File: config.mk
export PLATFORM = sky130hd
export DESIGN_NAME = i2c_evt_responder
export DESIGN_NICKNAME = d
export VERILOG_FILES = /design/src/rtl/i2c_evt_pkg.sv /design/src/rtl/i2c_line_watch.sv /design/src/rtl/i2c_frame_decoder.sv /design/src/rtl/drv_bit_fifo.sv /design/src/rtl/drv_phase_timer.sv /design/src/rtl/i2c_evt_responder.sv
export SDC_FILE = /design/constraint.sdc
export NUM_CORES = 1
export LEC_CHECK = 0
export CAP_MARGIN = 15
export CORE_MARGIN = 3
export CORE_UTILIZATION = 55
export DETAILED_ROUTE_END_ITERATION = 10
export GPL_ROUTABILITY_DRIVEN = 0
export MAX_ROUTING_LAYER = met4
export PLACE_DENSITY = 0.75
export RECOVER_POWER = 100
export SYNTH_ARGS = -nofsm -noshare
export SYNTH_HDL_FRONTEND = slang
export SYNTH_HIERARCHICAL = 1
export SYNTH_SLANG_ARGS = --single-unit
File: constraint.sdc
create_clock -name clk -period 3.05 [get_ports clk]
set_clock_uncertainty 0.05 [all_clocks]
set_input_delay 0.61 -clock clk [delete_from_list [all_inputs] [get_ports clk]]
set_output_delay 0.61 -clock clk [all_outputs]
set_load 0.05 [all_outputs]
File: src/rtl/i2c_evt_pkg.sv
package i2c_evt_pkg;

  typedef enum logic [2:0] {
    EVT_START = 3'd0,
    EVT_STOP  = 3'd1,
    EVT_DATA  = 3'd2,
    EVT_ACK   = 3'd3,
    EVT_NACK  = 3'd4
  } evt_kind_e;

endpackage

File: src/rtl/i2c_line_watch.sv
module i2c_line_watch (
  input  logic clk,
  input  logic rst_n,
  input  logic scl_i,
  input  logic sda_i,
  output logic scl_rise_o,
  output logic scl_fall_o,
  output logic start_o,
  output logic stop_o
);

  logic scl_q, sda_q;
  logic scl_d, sda_d;

  always_comb begin
    scl_d = scl_i;
    sda_d = sda_i;
  end

  always_ff @(posedge clk or negedge rst_n) begin
    if (!rst_n) begin
      scl_q <= 1'b1;
      sda_q <= 1'b1;
    end else begin
      scl_q <= scl_d;
      sda_q <= sda_d;
    end
  end

  assign scl_rise_o = scl_i & ~scl_q;
  assign scl_fall_o = ~scl_i & scl_q;
  assign start_o    = scl_i & scl_q & sda_q & ~sda_i;
  assign stop_o     = scl_i & scl_q & ~sda_q & sda_i;

endmodule

File: src/rtl/i2c_frame_decoder.sv
module i2c_frame_decoder
  import i2c_evt_pkg::*;
#(
  parameter int DATA_W = 8
) (
  input  logic              clk,
  input  logic              rst_n,
  input  logic              scl_rise_i,
  input  logic              start_i,
  input  logic              stop_i,
  input  logic              sda_i,
  output logic              evt_valid_o,
  output evt_kind_e         evt_kind_o,
  output logic [DATA_W-1:0] evt_data_o
);

  localparam int CNT_W = $clog2(DATA_W + 2);
  localparam logic [CNT_W-1:0] CNT_PRE  = CNT_W'(DATA_W - 1);
  localparam logic [CNT_W-1:0] CNT_WORD = CNT_W'(DATA_W);
  localparam logic [CNT_W-1:0] CNT_SLOT = CNT_W'(DATA_W + 1);
  localparam logic [CNT_W-1:0] CNT_ONE  = CNT_W'(1);

  logic [CNT_W-1:0]  bit_cnt, bit_cnt_n, cnt_inc;
  logic [DATA_W-1:0] shreg, shreg_n;
  logic              vld_n;
  evt_kind_e         kind_n;
  logic [DATA_W-1:0] data_n;

  assign cnt_inc = bit_cnt + CNT_ONE;

  always_comb begin
    bit_cnt_n = bit_cnt;
    shreg_n   = shreg;
    vld_n     = 1'b0;
    kind_n    = evt_kind_o;
    data_n    = evt_data_o;
    if (start_i) begin
      bit_cnt_n = '0;
      shreg_n   = '0;
      vld_n     = 1'b1;
      kind_n    = EVT_START;
    end else if (stop_i) begin
      vld_n  = 1'b1;
      kind_n = EVT_STOP;
    end else if (scl_rise_i) begin
      bit_cnt_n = cnt_inc;
      shreg_n   = {shreg[DATA_W-2:0], sda_i};
      if (cnt_inc == CNT_WORD) begin
        vld_n  = 1'b1;
        kind_n = EVT_DATA;
        data_n = shreg_n;
      end else if (cnt_inc == CNT_SLOT) begin
        vld_n     = 1'b1;
        kind_n    = sda_i ? EVT_NACK : EVT_ACK;
        bit_cnt_n = '0;
        shreg_n   = '0;
      end
    end
  end

  always_ff @(posedge clk or negedge rst_n) begin
    if (!rst_n) begin
      bit_cnt     <= '0;
      shreg       <= '0;
      evt_valid_o <= 1'b0;
      evt_kind_o  <= EVT_START;
      evt_data_o  <= '0;
    end else begin
      bit_cnt     <= bit_cnt_n;
      shreg       <= shreg_n;
      evt_valid_o <= vld_n;
      evt_kind_o  <= kind_n;
      evt_data_o  <= data_n;
    end
  end


  start_evt_chk: assert property (@(posedge clk) disable iff (!rst_n)
    start_i |=> evt_valid_o && evt_kind_o == EVT_START && bit_cnt == '0);


  word_evt_chk: assert property (@(posedge clk) disable iff (!rst_n)
    (scl_rise_i && bit_cnt == CNT_PRE) |=>
      evt_valid_o && evt_kind_o == EVT_DATA && evt_data_o[0] == $past(sda_i));


  slot_evt_chk: assert property (@(posedge clk) disable iff (!rst_n)
    (scl_rise_i && bit_cnt == CNT_WORD) |=>
      evt_valid_o && bit_cnt == '0 &&
      evt_kind_o == ($past(sda_i) ? EVT_NACK : EVT_ACK));


  kind_range_chk: assert property (@(posedge clk) disable iff (!rst_n)
    evt_valid_o |-> evt_kind_o <= EVT_NACK);

endmodule

File: src/rtl/drv_bit_fifo.sv
module drv_bit_fifo #(
  parameter int DEPTH = 16
) (
  input  logic clk,
  input  logic rst_n,
  input  logic push_i,
  input  logic din_i,
  input  logic pop_i,
  output logic dout_o,
  output logic full_o,
  output logic empty_o,
  output logic overflow_o
);

  localparam int PTR_W = $clog2(DEPTH);
  localparam int CNT_W = $clog2(DEPTH + 1);
  localparam logic [PTR_W-1:0] PTR_LAST = PTR_W'(DEPTH - 1);
  localparam logic [PTR_W-1:0] PTR_ONE  = PTR_W'(1);
  localparam logic [CNT_W-1:0] CNT_FULL = CNT_W'(DEPTH);
  localparam logic [CNT_W-1:0] CNT_ONE  = CNT_W'(1);

  logic [DEPTH-1:0] mem;
  logic [PTR_W-1:0] wr_ptr, wr_ptr_n, rd_ptr, rd_ptr_n;
  logic [CNT_W-1:0] count, count_n;
  logic             wr_en, rd_en, ovf_n;

  assign full_o  = (count == CNT_FULL);
  assign empty_o = (count == '0);
  assign dout_o  = mem[rd_ptr];

  always_comb begin
    wr_en    = push_i & ~full_o;
    rd_en    = pop_i & ~empty_o;
    ovf_n    = push_i & full_o;
    wr_ptr_n = wr_ptr;
    rd_ptr_n = rd_ptr;
    count_n  = count;
    if (wr_en) wr_ptr_n = (wr_ptr == PTR_LAST) ? '0 : wr_ptr + PTR_ONE;
    if (rd_en) rd_ptr_n = (rd_ptr == PTR_LAST) ? '0 : rd_ptr + PTR_ONE;
    case ({wr_en, rd_en})
      2'b10:   count_n = count + CNT_ONE;
      2'b01:   count_n = count - CNT_ONE;
      default: count_n = count;
    endcase
  end

  always_ff @(posedge clk or negedge rst_n) begin
    if (!rst_n) begin
      wr_ptr     <= '0;
      rd_ptr     <= '0;
      count      <= '0;
      overflow_o <= 1'b0;
    end else begin
      wr_ptr     <= wr_ptr_n;
      rd_ptr     <= rd_ptr_n;
      count      <= count_n;
      overflow_o <= ovf_n;
    end
  end

  always_ff @(posedge clk) begin
    if (wr_en) mem[wr_ptr] <= din_i;
  end


  ovf_pulse_chk: assert property (@(posedge clk) disable iff (!rst_n)
    (push_i && full_o) |=> overflow_o);


  ovf_drop_chk: assert property (@(posedge clk) disable iff (!rst_n)
    (push_i && full_o && !pop_i) |=> full_o && $stable(wr_ptr));


  pop_count_chk: assert property (@(posedge clk) disable iff (!rst_n)
    (pop_i && !push_i && !empty_o) |=> !full_o && count == $past(count) - CNT_ONE);

endmodule

File: src/rtl/drv_phase_timer.sv
module drv_phase_timer #(
  parameter int QTR_DLY = 8
) (
  input  logic clk,
  input  logic rst_n,
  input  logic scl_fall_i,
  input  logic cancel_i,
  output logic fire_o
);

  localparam int DLY_W = $clog2(QTR_DLY + 1);
  localparam logic [DLY_W-1:0] DLY_LOAD = DLY_W'(QTR_DLY);
  localparam logic [DLY_W-1:0] DLY_ONE  = DLY_W'(1);

  logic [DLY_W-1:0] remain, remain_n;

  always_comb begin
    remain_n = remain;
    if (cancel_i)             remain_n = '0;
    else if (scl_fall_i)      remain_n = DLY_LOAD;
    else if (remain != '0)    remain_n = remain - DLY_ONE;
  end

  always_ff @(posedge clk or negedge rst_n) begin
    if (!rst_n) remain <= '0;
    else        remain <= remain_n;
  end

  assign fire_o = (remain == DLY_ONE) & ~scl_fall_i & ~cancel_i;


  restart_chk: assert property (@(posedge clk) disable iff (!rst_n)
    (scl_fall_i && !cancel_i) |=> !fire_o || DLY_LOAD == DLY_ONE);

endmodule

File: src/rtl/i2c_evt_responder.sv
module i2c_evt_responder
  import i2c_evt_pkg::*;
#(
  parameter int DATA_W     = 8,
  parameter int FIFO_DEPTH = 16,
  parameter int QTR_DLY    = 8
) (
  input  logic              clk,
  input  logic              rst_n,
  input  logic              scl_i,
  input  logic              sda_i,
  input  logic              push_i,
  input  logic              push_bit_i,
  output logic              full_o,
  output logic              empty_o,
  output logic              overflow_o,
  output logic              sda_oe_o,
  output logic              evt_valid_o,
  output logic [2:0]        evt_kind_o,
  output logic [DATA_W-1:0] evt_data_o
);

  logic [1:0] rst_pipe;
  logic       rst_sn;

  always_ff @(posedge clk or negedge rst_n) begin
    if (!rst_n) rst_pipe <= 2'b00;
    else        rst_pipe <= {rst_pipe[0], 1'b1};
  end
  assign rst_sn = rst_pipe[1];

  logic scl_rise, scl_fall, start_det, stop_det;
  logic fire, fifo_dout, fifo_pop;
  logic oe_n;
  evt_kind_e dec_kind;

  i2c_line_watch u_watch (
    .clk        (clk),
    .rst_n      (rst_sn),
    .scl_i      (scl_i),
    .sda_i      (sda_i),
    .scl_rise_o (scl_rise),
    .scl_fall_o (scl_fall),
    .start_o    (start_det),
    .stop_o     (stop_det)
  );

  i2c_frame_decoder #(.DATA_W(DATA_W)) u_dec (
    .clk         (clk),
    .rst_n       (rst_sn),
    .scl_rise_i  (scl_rise),
    .start_i     (start_det),
    .stop_i      (stop_det),
    .sda_i       (sda_i),
    .evt_valid_o (evt_valid_o),
    .evt_kind_o  (dec_kind),
    .evt_data_o  (evt_data_o)
  );
  assign evt_kind_o = dec_kind;

  drv_bit_fifo #(.DEPTH(FIFO_DEPTH)) u_fifo (
    .clk        (clk),
    .rst_n      (rst_sn),
    .push_i     (push_i),
    .din_i      (push_bit_i),
    .pop_i      (fifo_pop),
    .dout_o     (fifo_dout),
    .full_o     (full_o),
    .empty_o    (empty_o),
    .overflow_o (overflow_o)
  );

  drv_phase_timer #(.QTR_DLY(QTR_DLY)) u_timer (
    .clk        (clk),
    .rst_n      (rst_sn),
    .scl_fall_i (scl_fall),
    .cancel_i   (stop_det),
    .fire_o     (fire)
  );

  always_comb begin
    oe_n     = sda_oe_o;
    fifo_pop = 1'b0;
    if (stop_det) begin
      oe_n = 1'b0;
    end else if (fire) begin
      if (!empty_o) begin
        oe_n     = ~fifo_dout;
        fifo_pop = 1'b1;
      end else begin
        oe_n = 1'b0;
      end
    end
  end

  always_ff @(posedge clk or negedge rst_sn) begin
    if (!rst_sn) sda_oe_o <= 1'b0;
    else         sda_oe_o <= oe_n;
  end


  stop_release_chk: assert property (@(posedge clk) disable iff (!rst_sn)
    stop_det |=> !sda_oe_o);


  drive_bit_chk: assert property (@(posedge clk) disable iff (!rst_sn)
    (fire && !empty_o && !stop_det) |=> sda_oe_o == !$past(fifo_dout));


  empty_release_chk: assert property (@(posedge clk) disable iff (!rst_sn)
    (fire && empty_o && !stop_det) |=> !sda_oe_o && $stable(empty_o));

endmodule

==> impl_results.md, run 1 <==
- Final routed wire length divided by cell count: about 15 um
- Violation count after the first detailed-routing iteration: about 150
- Diode count: 0
- CP Data Arrival Time: 2290 ps
- Max Clock Freq: ~340 MHz
- Core area: between 0.005 and 0.006 mm2
- Antenna-violating nets left: 0
- Global-route wire length before repair: between 9000 and 10000 um
- Fin nets: roughly 320
- Num rows: 26
- DR vias/cell: roughly 5.6
- Slew at the pin with the worst max-slew slack: about 1700 ps
- Chip height: 80.5 um
- Reg clk slew, reported paths: about 70 ps
- Power, Total: approximately 0.003 W
- Mean instance size in the synthesized netlist: between 10 and 15 um2
- Element type at the critical path end: primary output
- Violations in the final reports: max-capacitance violations, max-slew violations
- Register area share after synthesis: 0.536
- Root cell of the clock tree: clkbuf_8
- Clock network latency to the later pin of the worst-skew pair: 340 ps
- Peak VDD IR: approximately 500 uV
- Synth Flop Type: dfrtp_1
- Share of synthesized registers carrying an async set or reset: 0.742
- Post-CTS setup repair buffer count: 0
- Crit path launch type: flop
- Cell leakage power: 1.61 nW
- Library cell contributing the largest single delay on the critical path: dlygate4sd3_1
- Max-cap violations: 1
- Maximum number of pins on one net before global-route repair: 45
- Data required time of the critical path: around 2400 ps
- Die Footprint: 0.00648 mm2
- Worst hold-check path type: reg2reg
- Run status: finished with violations
- # placed instances: around 360
- Starting Density: 0.582
- Largest fanout on the critical path: 5
- Number of buffers between clock root and the deepest sink: 2
- Final period demand of the worst path: between 2000 and 3000 ps
- DR vias: approximately 2100
- Clock tree sinks: just over 60
- Total number of H-tree levels: 3
- Netlist area before placement: around 0.0031 mm2
- Total routing resource utilization after global routing: 0.201
- Layout overhead on the synthesized area: 18.0%
- Commonest non-fill, non-tap cells in the layout: 44 x dfrtp_1, 26 x nand2_1, 20 x nor2_1, 18 x dlygate4sd3_1, 16 x edfxtp_1
- Most common cell after layout, fill and taps aside: dfrtp_1
- Pins Over Slew Limit: 45
- Longest individual stage delay on the worst path: 880 ps
- Io pins: 22
- Critical path class: reg2out
- Number of synthesis warnings: 6
- Power density over the cells: 834 mW/mm2
- Port buffer count: 21
- Number of nets in the synthesized netlist: between 200 and 300
- Count of TritonRoute iterations in the first routing pass: 4
- CP cell instances: nor3_1 -> and2_1 -> dlygate4sd3_1
- Final-report setup violation count: 0
- Final Hold Vio Count: 0
- X dimension of the die: between 80 and 90 um
- Unique cell type count in the Yosys netlist: 57
- Global-route congestion overflow total: 0
- Yosys reg bits: 62
- Via count of the first global-routing pass: about 2000
- Antenna violations before repair: 0
- Hold-fix buffers, CTS: 0
- Final cycle utilization of the critical path: 0.969
- Number of buffers created by CTS: 9
- Post-CTS resize count: 0
- Gate Count Post-Synth: 264
- Total length of routed wires: ~5600 um
- Non-filler cells, final: 374
- Share of layout cells above drive strength 1: 0.161
- Number of enable flip-flop cells after synthesis: 16
- Post-detailed-placement half-perimeter wirelength: 3790 um
- Residual DRC: 0
- TritonCTS clock tree: done
- Relative slew margins: -0.151
- Setup repair after global routing missed its margin: false
==> layout make-up <==
| class | instances | area, um2 |
|---|---|---|
| tap | 70 | 87.6 |
| sequential | 62 | 1630 |
| multi-input combinational | 183 | 1330 |
| clock buffer | 12 | 188 |
| fill | 388 | 1640 |
| clock inverter | 4 | 48.8 |
| inverter | 10 | 37.5 |
| timing repair buffer | 33 | 275 |
==> metal layers <==
layer / GRT usage / wire (um)
met5: - / 0
met4: 0.103 / 125
met3: 0.0370 / 194
met2: 0.277 / 2560
met1: 0.284 / 2770
==> final timing paths <==
kind | start | endpoint | slack (ps) | cells past startpoint
max | u_fifo/count[1]$_DFFE_PN0P_ | full_o | 100 | 3
max reg2reg | u_fifo/count[1]$_DFFE_PN0P_ | u_fifo/count[4]$_DFFE_PN0P_ | 340 | 10
max in group asynchronous | rst_pipe[1]$_DFF_PN0_ | u_timer/remain[1]$_DFFE_PN0P_ | 1270 | 0
min reg2reg | rst_pipe[0]$_DFF_PN0_ | rst_pipe[1]$_DFF_PN0_ | 300 | 0
min | rst_pipe[0]$_DFF_PN0_ | rst_pipe[1]$_DFF_PN0_ | 300 | 0
min in group asynchronous | rst_n | rst_pipe[1]$_DFF_PN0_ | 460 | 1
==> where the power goes <==
group	internal [W]	leakage [nW]	switching [W]
clock	0.000498	0.123	0.000325
sequential	0.00103	0.731	0.000255
combinational	0.000423	0.758	0.000475
==> worst max-delay path: cells and delay by family, from the launching register on <==
kind,cells,cell delay (ps)
flops,1,450
buf+inv,1,880
simple gates,2,630
==> kinds of logic after synthesis <==
kind of cell | Yosys count | synth area share
compound gates | 46 | 0.112
xor+xnor | 8 | 0.0230
fa+ha+maj | 14 | 0.0599
buf+inv | 19 | 0.0258
flops | 62 | 0.536
mux | 19 | 0.0779
other cells | 1 | 0.00123
simple gates | 95 | 0.164
==> metrics by stage <==
step / hold WS, ps / util / TNS (ps) / worst slack, ps / cell area (um2)
finish: 301 / 0.687 / 0 / 95.4 / 3600
global route: 315 / 0.687 / 0 / 25.1 / 3600
CTS: 301 / 0.696 / 0 / 44.7 / 3650
detailed placement: 289 / 0.651 / -575 / -311 / 3410
global placement: 285 / 0.651 / -307 / -216 / 3410
floorplan: 264 / - / 0 / 20.4 / 3060
==> sequential cells by signal (all words and copies together), names as in the netlist <==
signal             flops
u_dec/evt_valid_o      1
u_dec/bit_cnt          4
sda_oe_o               1
u_dec/shreg            7
u_fifo/rd_ptr          4
u_watch/scl_q          1
u_fifo/mem            16
u_dec/evt_data_o       8
rst_pipe               2
u_watch/sda_q          1
u_fifo/count           5
u_fifo/overflow_o      1
u_fifo/wr_ptr          4
u_timer/remain         4
u_dec/evt_kind_o       3
==> synthesized netlist by cell type, drive strengths merged, types with 3 or more instances <==
| library cell | n | share of area |
|---|---|---|
| ha | 13 | 0.053 |
| nand3 | 12 | 0.020 |
| nand2b | 3 | 0.0070 |
| a21o | 3 | 0.0074 |
| clkbuf | 4 | 0.0049 |
| nor3 | 11 | 0.018 |
| xnor2 | 6 | 0.017 |
| nand2 | 26 | 0.032 |
| buf | 5 | 0.0086 |
| dfrtp | 44 | 0.36 |
| a311oi | 3 | 0.0086 |
| o21ai | 7 | 0.011 |
| a21oi | 15 | 0.026 |
| mux2i | 5 | 0.016 |
| nor2 | 20 | 0.025 |
| nor2b | 6 | 0.012 |
| a31oi | 3 | 0.0062 |
| edfxtp | 16 | 0.16 |
| mux2 | 12 | 0.047 |
| inv | 10 | 0.012 |
Note: power is estimated with default switching activity, not from simulation.
==> run 2, diff against run 1 <==
Settings changed: CORE_MARGIN 3 to 4, CTS_CLUSTER_SIZE set to 30, SKIP_CTS_REPAIR_TIMING set to 1.
==> impl_results.md, run 2 (synthesized netlist as in run 1, its figures left out) <==
- Post-DP Area: 0.00341 mm2 (unchanged)
- Final Hold Vio Count: 0 (unchanged)
- Power share of the clock group: 0.241 (-0.033)
- Pins Over Slew Limit: 45 (unchanged)
- Seq pwr share: 0.444 (+0.017)
- Critical path class: reg2out
- Violation count after the first detailed-routing iteration: 136 (-8.1%)
- Port buffer count: 21 (unchanged)
- Max Clock Freq: 345 MHz (+1.9%)
- Global-route congestion overflow total: 0 (unchanged)
- Count of TritonRoute iterations in the first routing pass: 4 (unchanged)
- Global-route wire length before repair: 9730 um (+1.8%)
- Num rows: 26 (unchanged)
- X dimension of the die: 82.5 um (+2.5%)
- Commonest non-fill, non-tap cells in the layout: 44 x dfrtp_1, 26 x nand2_1, 20 x nor2_1, 19 x clkdlybuf4s50_1, 16 x edfxtp_1
- Final period demand of the worst path: 2900 ps (-53.8 ps)
- Reg clk slew, reported paths: 70 ps (about the same)
- Biggest registers after layout: u_fifo/mem x16, u_dec/evt_data_o x8, u_dec/shreg x7
- Antenna-violating nets left: 0 (unchanged)
- Residual DRC: 0 (unchanged)
- Peak VDD IR: 464 uV (-8.0%)
- TritonCTS clock tree: done
- Fin nets: 319 (unchanged)
- Setup repair after global routing missed its margin: false
- Most common cell after layout, fill and taps aside: dfrtp_1
- Power density over the cells: 810 mW/mm2 (-2.8%)
- Number of buffers created by CTS: 9 (unchanged)
- Chip height: 82.5 um (+2.5%)
- Io pins: 22 (unchanged)
- Register ranked first by flip-flop count: u_fifo/mem
- Run status: finished with violations
- Root cell of the clock tree: clkbuf_8
- Switching component of the power: 0.00105 W (-0.76%)
- Antenna violations before repair: 0 (unchanged)
- Data required time of the critical path: 2390 ps (about the same)
- Clock network latency to the later pin of the worst-skew pair: 340 ps (about the same)
- Maximum number of pins on one net before global-route repair: 45 (unchanged)
- Element type at the critical path end: primary output
- Count of buffer and inverter cells on the critical path: 1 (unchanged)
- Internal: 0.00186 W (-4.4%)
- Core utilization of the finished layout: 0.685 (-0.00191)
- Setup TNS: 0 ps (unchanged)
- CP cell instances: nor3_1 -> and2_1 -> clkdlybuf4s50_1
- DR vias/cell: 5.62 (-0.24%)
- Post-route cell area: 0.00359 mm2 (-0.28%)
- Switching part of the total: 0.360 (+0.00853)
- Part of the power in combinational logic: 0.315 (+0.016)
- Violations in the final reports: max-capacitance violations, max-slew violations
- R2R Setup Slk: 360 ps (+20 ps)
- Number of buffers between clock root and the deepest sink: 2 (unchanged)
- Final hold slack: 307 ps (+6.33 ps)
- Total routing resource utilization after global routing: 0.200 (-0.000838)
- Starting Density: 0.582 (unchanged)
- Longest individual stage delay on the worst path: 810 ps (-70 ps)
- Final routed wire length divided by cell count: 15.2 um (+0.96%)
- Final cycle utilization of the critical path: 0.951 (-0.0176)
- Final-report setup violation count: 0 (unchanged)
- Crit path launch type: flop
- DR vias: 2101 (-0.24%)
- Via count of the first global-routing pass: 2046 (+1.9%)
- Library cell contributing the largest single delay on the critical path: clkdlybuf4s50_1
- Worst hold-check path type: reg2reg
- Total length of routed wires: 5700 um (+0.96%)
- Core area: 0.00524 mm2 (unchanged)
- Family with the most delay on the worst path: buffers and inverters
- Post-detailed-placement half-perimeter wirelength: 3830 um (+1.1%)
- Clock tree sinks: 62 (unchanged)
- Largest fanout on the critical path: 5 (unchanged)
- Diode count: 0 (unchanged)
- Max-cap violations: 1 (unchanged)
- Share of layout cells above drive strength 1: 0.164 (+0.00329)
- Cell leakage power: 1.55 nW (-4.0%)
- Layout overhead on the synthesized area: 17.7%
- Total number of H-tree levels: 3 (unchanged)
- CP Data Arrival Time: 2240 ps (-50 ps)
- Relative slew margins: -0.135 (+0.0157)
- Slew at the pin with the worst max-slew slack: 1700 ps (-23.5 ps)
- Max reg flops: 16 (unchanged)
- Die Footprint: 0.00680 mm2 (+5.0%)
==> run 2: changes by cell type in the layout (fill, tap and decap cells not counted), sizes merged <==
cell / delta
buf: +1
clkinvlp: +1
clkdlybuf4s50: +17
dlygate4sd3: -16
clkinv: -1
clkbuf: -2
==> run 2: worst paths after layout <==
kind / startpoint / to / cells past startpoint
setup / recovery: u_fifo/count[1]$_DFFE_PN0P_ / full_o / 3
hold / removal: rst_pipe[0]$_DFF_PN0_ / rst_pipe[1]$_DFF_PN0_ / 0
setup reg to reg: u_fifo/count[1]$_DFFE_PN0P_ / u_fifo/count[4]$_DFFE_PN0P_ / 10
hold reg to reg: rst_pipe[0]$_DFF_PN0_ / rst_pipe[1]$_DFF_PN0_ / 0
max in group asynchronous: rst_pipe[1]$_DFF_PN0_ / u_timer/remain[1]$_DFFE_PN0P_ / 0
min in group asynchronous: rst_n / rst_pipe[0]$_DFF_PN0_ / 1
==> run 2: power groups by stage <==
| stage | Clock [W] | Combinational (W) | Sequential, W |
|---|---|---|---|
| floorplan | 0 | 0.000727 | 0.00125 |
| global placement | 0 | 0.000900 | 0.00129 |
| detailed placement | 0 | 0.000933 | 0.00130 |
| CTS | 0.000718 | 0.000938 | 0.00129 |
| global route | 0.000762 | 0.00102 | 0.00133 |
| finish | 0.000700 | 0.000917 | 0.00129 |
==> run 2: area by class of cell <==
cell class,instances,area [um2]
Clock inverter,4,47.5
Fill cell,411,1650
Inverter,10,37.5
Multi-Input combinational cell,183,1350
Timing Repair Buffer,33,285
Sequential cell,62,1630
Clock buffer,12,145
Tap cell,70,87.6
==> run 2: metal layers <==
layer / GRT usage / wire length (um) / vias up
li1: - / - / 1027
met1: 0.271 / 2730 / 1017
met2: 0.280 / 2610 / 48
met3: 0.0651 / 271 / 9
met4: 0.0748 / 89 / 0
met5: - / 0 / -
==> run 2: stage by stage <==
stage / worst slack, ps / power, W / std cells
floorplan: 20.4 / 0.00197 / 264
global placement: -200 / 0.00219 / 358
detailed placement: -309 / 0.00223 / 358
CTS: 24.2 / 0.00295 / 374
global route: 0.281 / 0.00311 / 374
finish: 149 / 0.00291 / 374
==> run 2: worst register-to-register path, delay by kind of cell, from the launching register on <==
kind	cells	cell delay (ps)
and+or+nand+nor	3	690
AOI/OAI and AO/OA	3	470
DFF	1	440
xor gates and xnor gates	1	140
adders and majority gates	2	580
muxes	1	240
==> run 3, diff against run 2 <==
Settings changed: CTS_CLUSTER_SIZE 30 to 10, RECOVER_POWER 100 to unset.
==> impl_results.md, run 3 (synthesized netlist as in run 1, its figures left out) <==
- Max reg flops: 16 (unchanged)
- Clock network latency to the later pin of the worst-skew pair: 340 ps (about the same)
- Global-route congestion overflow total: 0 (unchanged)
- R2R Setup Slk: 350 ps (about the same)
- Via count of the first global-routing pass: 2046 (unchanged)
- Number of buffers between clock root and the deepest sink: 2 (unchanged)
- Relative slew margins: 0.384 (+0.519)
- Starting Density: 0.582 (unchanged)
- Met3 routed WL: 275 um (+1.5%)
- Final routed wire length divided by cell count: 15.3 um (about the same)
- Commonest non-fill, non-tap cells in the layout: 43 x dfrtp_1, 26 x nand2_1, 21 x clkdlybuf4s50_1, 20 x nor2_1, 16 x edfxtp_1
- Share of layout cells above drive strength 1: 0.191 (+0.0263)
- Violation count after the first detailed-routing iteration: 120 (-12%)
- Clock tree sinks: 62 (unchanged)
- Max-cap violations: 0 (-1)
- Reg clk slew, reported paths: 70 ps (about the same)
- Element type at the critical path end: primary output
- Setup TNS: 0 ps (unchanged)
- Uppermost layer routed: met4
- CP cell instances: nor3_1 -> and2_1 -> clkdlybuf4s50_1
- Final Hold Vio Count: 0 (unchanged)
- DR vias: 2105 (+0.19%)
- Port buffer count: 21 (unchanged)
- Global-route wire length before repair: 9730 um (unchanged)
- Longest individual stage delay on the worst path: 810 ps (about the same)
- Antenna violations before repair: 0 (unchanged)
- Final-report setup violation count: 0 (unchanged)
- Max Clock Freq: 345 MHz (+0.16%)
- Total length of routed wires: 5710 um (about the same)
- Cell leakage power: 1.57 nW (+1.3%)
- Library cell contributing the largest single delay on the critical path: clkdlybuf4s50_1
- Final period demand of the worst path: 2900 ps (-4.64 ps)
- Switching component of the power: 0.00106 W (+0.91%)
- Part of the power in combinational logic: 0.320 (+0.005)
- Data required time of the critical path: 2390 ps (about the same)
- CP Data Arrival Time: 2240 ps (about the same)
- Pins Over Slew Limit: 0 (-100%)
- Total number of H-tree levels: 3 (unchanged)
- Crit path launch type: flop
- Setup repair after global routing missed its margin: false
- Worst hold-check path type: reg2reg
- Layout overhead on the synthesized area: 18.6%
- Run status: finished clean
- # placed instances: 358 (unchanged)
- Chip height: 82.5 um (unchanged)
- Post-detailed-placement half-perimeter wirelength: 3830 um (unchanged)
- Diode count: 0 (unchanged)
- Maximum number of pins on one net before global-route repair: 45 (unchanged)
- Count of buffer and inverter cells on the critical path: 1 (unchanged)
- Internal: 0.00188 W (+1.0%)
- DR vias/cell: 5.63 (+0.19%)
- Switching part of the total: 0.360 (about the same)
- Io pins: 22 (unchanged)
- Seq pwr share: 0.440 (-0.004)
- Die Footprint: 0.00680 mm2 (unchanged)
- Slew at the pin with the worst max-slew slack: 924 ps (-779 ps)
- Family with the most delay on the worst path: buffers and inverters
- Number of buffers created by CTS: 9 (unchanged)
- Core area: 0.00524 mm2 (unchanged)
- Power share of the clock group: 0.240 (about the same)
- Residual DRC: 0 (unchanged)
- Biggest registers after layout: u_fifo/mem x16, u_dec/evt_data_o x8, u_dec/shreg x7
- X dimension of the die: 82.5 um (unchanged)
- Largest fanout on the critical path: 5 (unchanged)
- Power density over the cells: 812 mW/mm2 (+0.16%)
- Total routing resource utilization after global routing: 0.200 (unchanged)
- Register ranked first by flip-flop count: u_fifo/mem
- Peak VDD IR: 468 uV (+0.80%)
- Critical path class: reg2out
- Antenna-violating nets left: 0 (unchanged)
- TritonCTS clock tree: done
- Num rows: 26 (unchanged)
- Root cell of the clock tree: clkbuf_8
- Fin nets: 319 (unchanged)
- Total routed wire length on the met1 layer: 2730 um (about the same)
- Count of TritonRoute iterations in the first routing pass: 4 (unchanged)
- Total met2 wirelength after detailed routing: 2600 um (-0.61%)
- Non-filler cells, final: 374 (unchanged)
- Power, Total: 0.00294 W (+0.97%)
- Most common cell after layout, fill and taps aside: dfrtp_1
- Final cycle utilization of the critical path: 0.950 (-0.00152)
run 3: cell types whose count changed in the layout (fill, tap and decap cells not counted):
cell             change
or3b_1               -1
a2111oi_2            +1
dfrtp_1              -1
clkbuf_1             -5
a2111oi_0            -1
clkdlybuf4s50_1      +2
dfrtp_2              +1
dlygate4sd3_1        -2
or3b_4               +1
buf_4                +5
run 3: worst paths after layout:
path                                                      end                        start  cells after the start
min in group asynchronous        u_fifo/wr_ptr[3]$_DFFE_PN0P_        rst_pipe[1]$_DFF_PN0_                      0
max in group asynchronous       u_timer/remain[1]$_DFFE_PN0P_        rst_pipe[1]$_DFF_PN0_                      0
worst min register to register          rst_pipe[1]$_DFF_PN0_        rst_pipe[0]$_DFF_PN0_                      0
worst min-delay path                    rst_pipe[1]$_DFF_PN0_        rst_pipe[0]$_DFF_PN0_                      0
worst max register to register    u_fifo/count[4]$_DFFE_PN0P_  u_fifo/count[1]$_DFFE_PN0P_                     10
worst max-delay path                                   full_o  u_fifo/count[1]$_DFFE_PN0P_                      3
run 3: through the flow:
step | hold WS, ps | worst slack [ps] | area (um2) | utilization
2_1_floorplan | 264 | 20.4 | 3060 | -
5_1_grt | 344 | 0.281 | 3620 | 0.691
3_5_place_dp | 288 | -309 | 3410 | 0.651
4_1_cts | 311 | 24.2 | 3600 | 0.688
3_3_place_gp | 284 | -200 | 3410 | 0.651
6_report | 309 | 154 | 3620 | 0.691
run 3: cell type report:
cell class	instances	area (um2)
clock buffers	12	145
clock inverters	4	47.5
fillers	400	1620
inverters	10	37.5
multi-input cells	183	1360
flip-flops and latches	62	1640
well taps	70	87.6
repair buffers	33	304
run 3: worst register-to-register path: cells and delay by family (launching register included):
| kind | cells | cell delay (ps) |
|---|---|---|
| xor gates and xnor gates | 1 | 140 |
| DFF | 1 | 440 |
| and+or+nand+nor | 3 | 700 |
| adders and majority gates | 2 | 580 |
| AOI/OAI and AO/OA | 3 | 470 |
| muxes | 1 | 240 |
run 3: per-layer routing:
| metal | vias up | track usage |
|---|---|---|
| met3 | 11 | 0.0651 |
| li1 | 1024 | - |
| met5 | - | - |
| met2 | 47 | 0.280 |
| met1 | 1023 | 0.271 |
| met4 | 0 | 0.0748 |
run 3: power groups by stage:
stage | Sequential (W) | Combinational (W) | Clock (W)
CTS | 0.00129 | 0.000938 | 0.000718
global route | 0.00133 | 0.00105 | 0.000762
finish | 0.00129 | 0.000940 | 0.000703
global placement | 0.00129 | 0.000900 | 0
detailed placement | 0.00130 | 0.000933 | 0
floorplan | 0.00125 | 0.000727 | 0
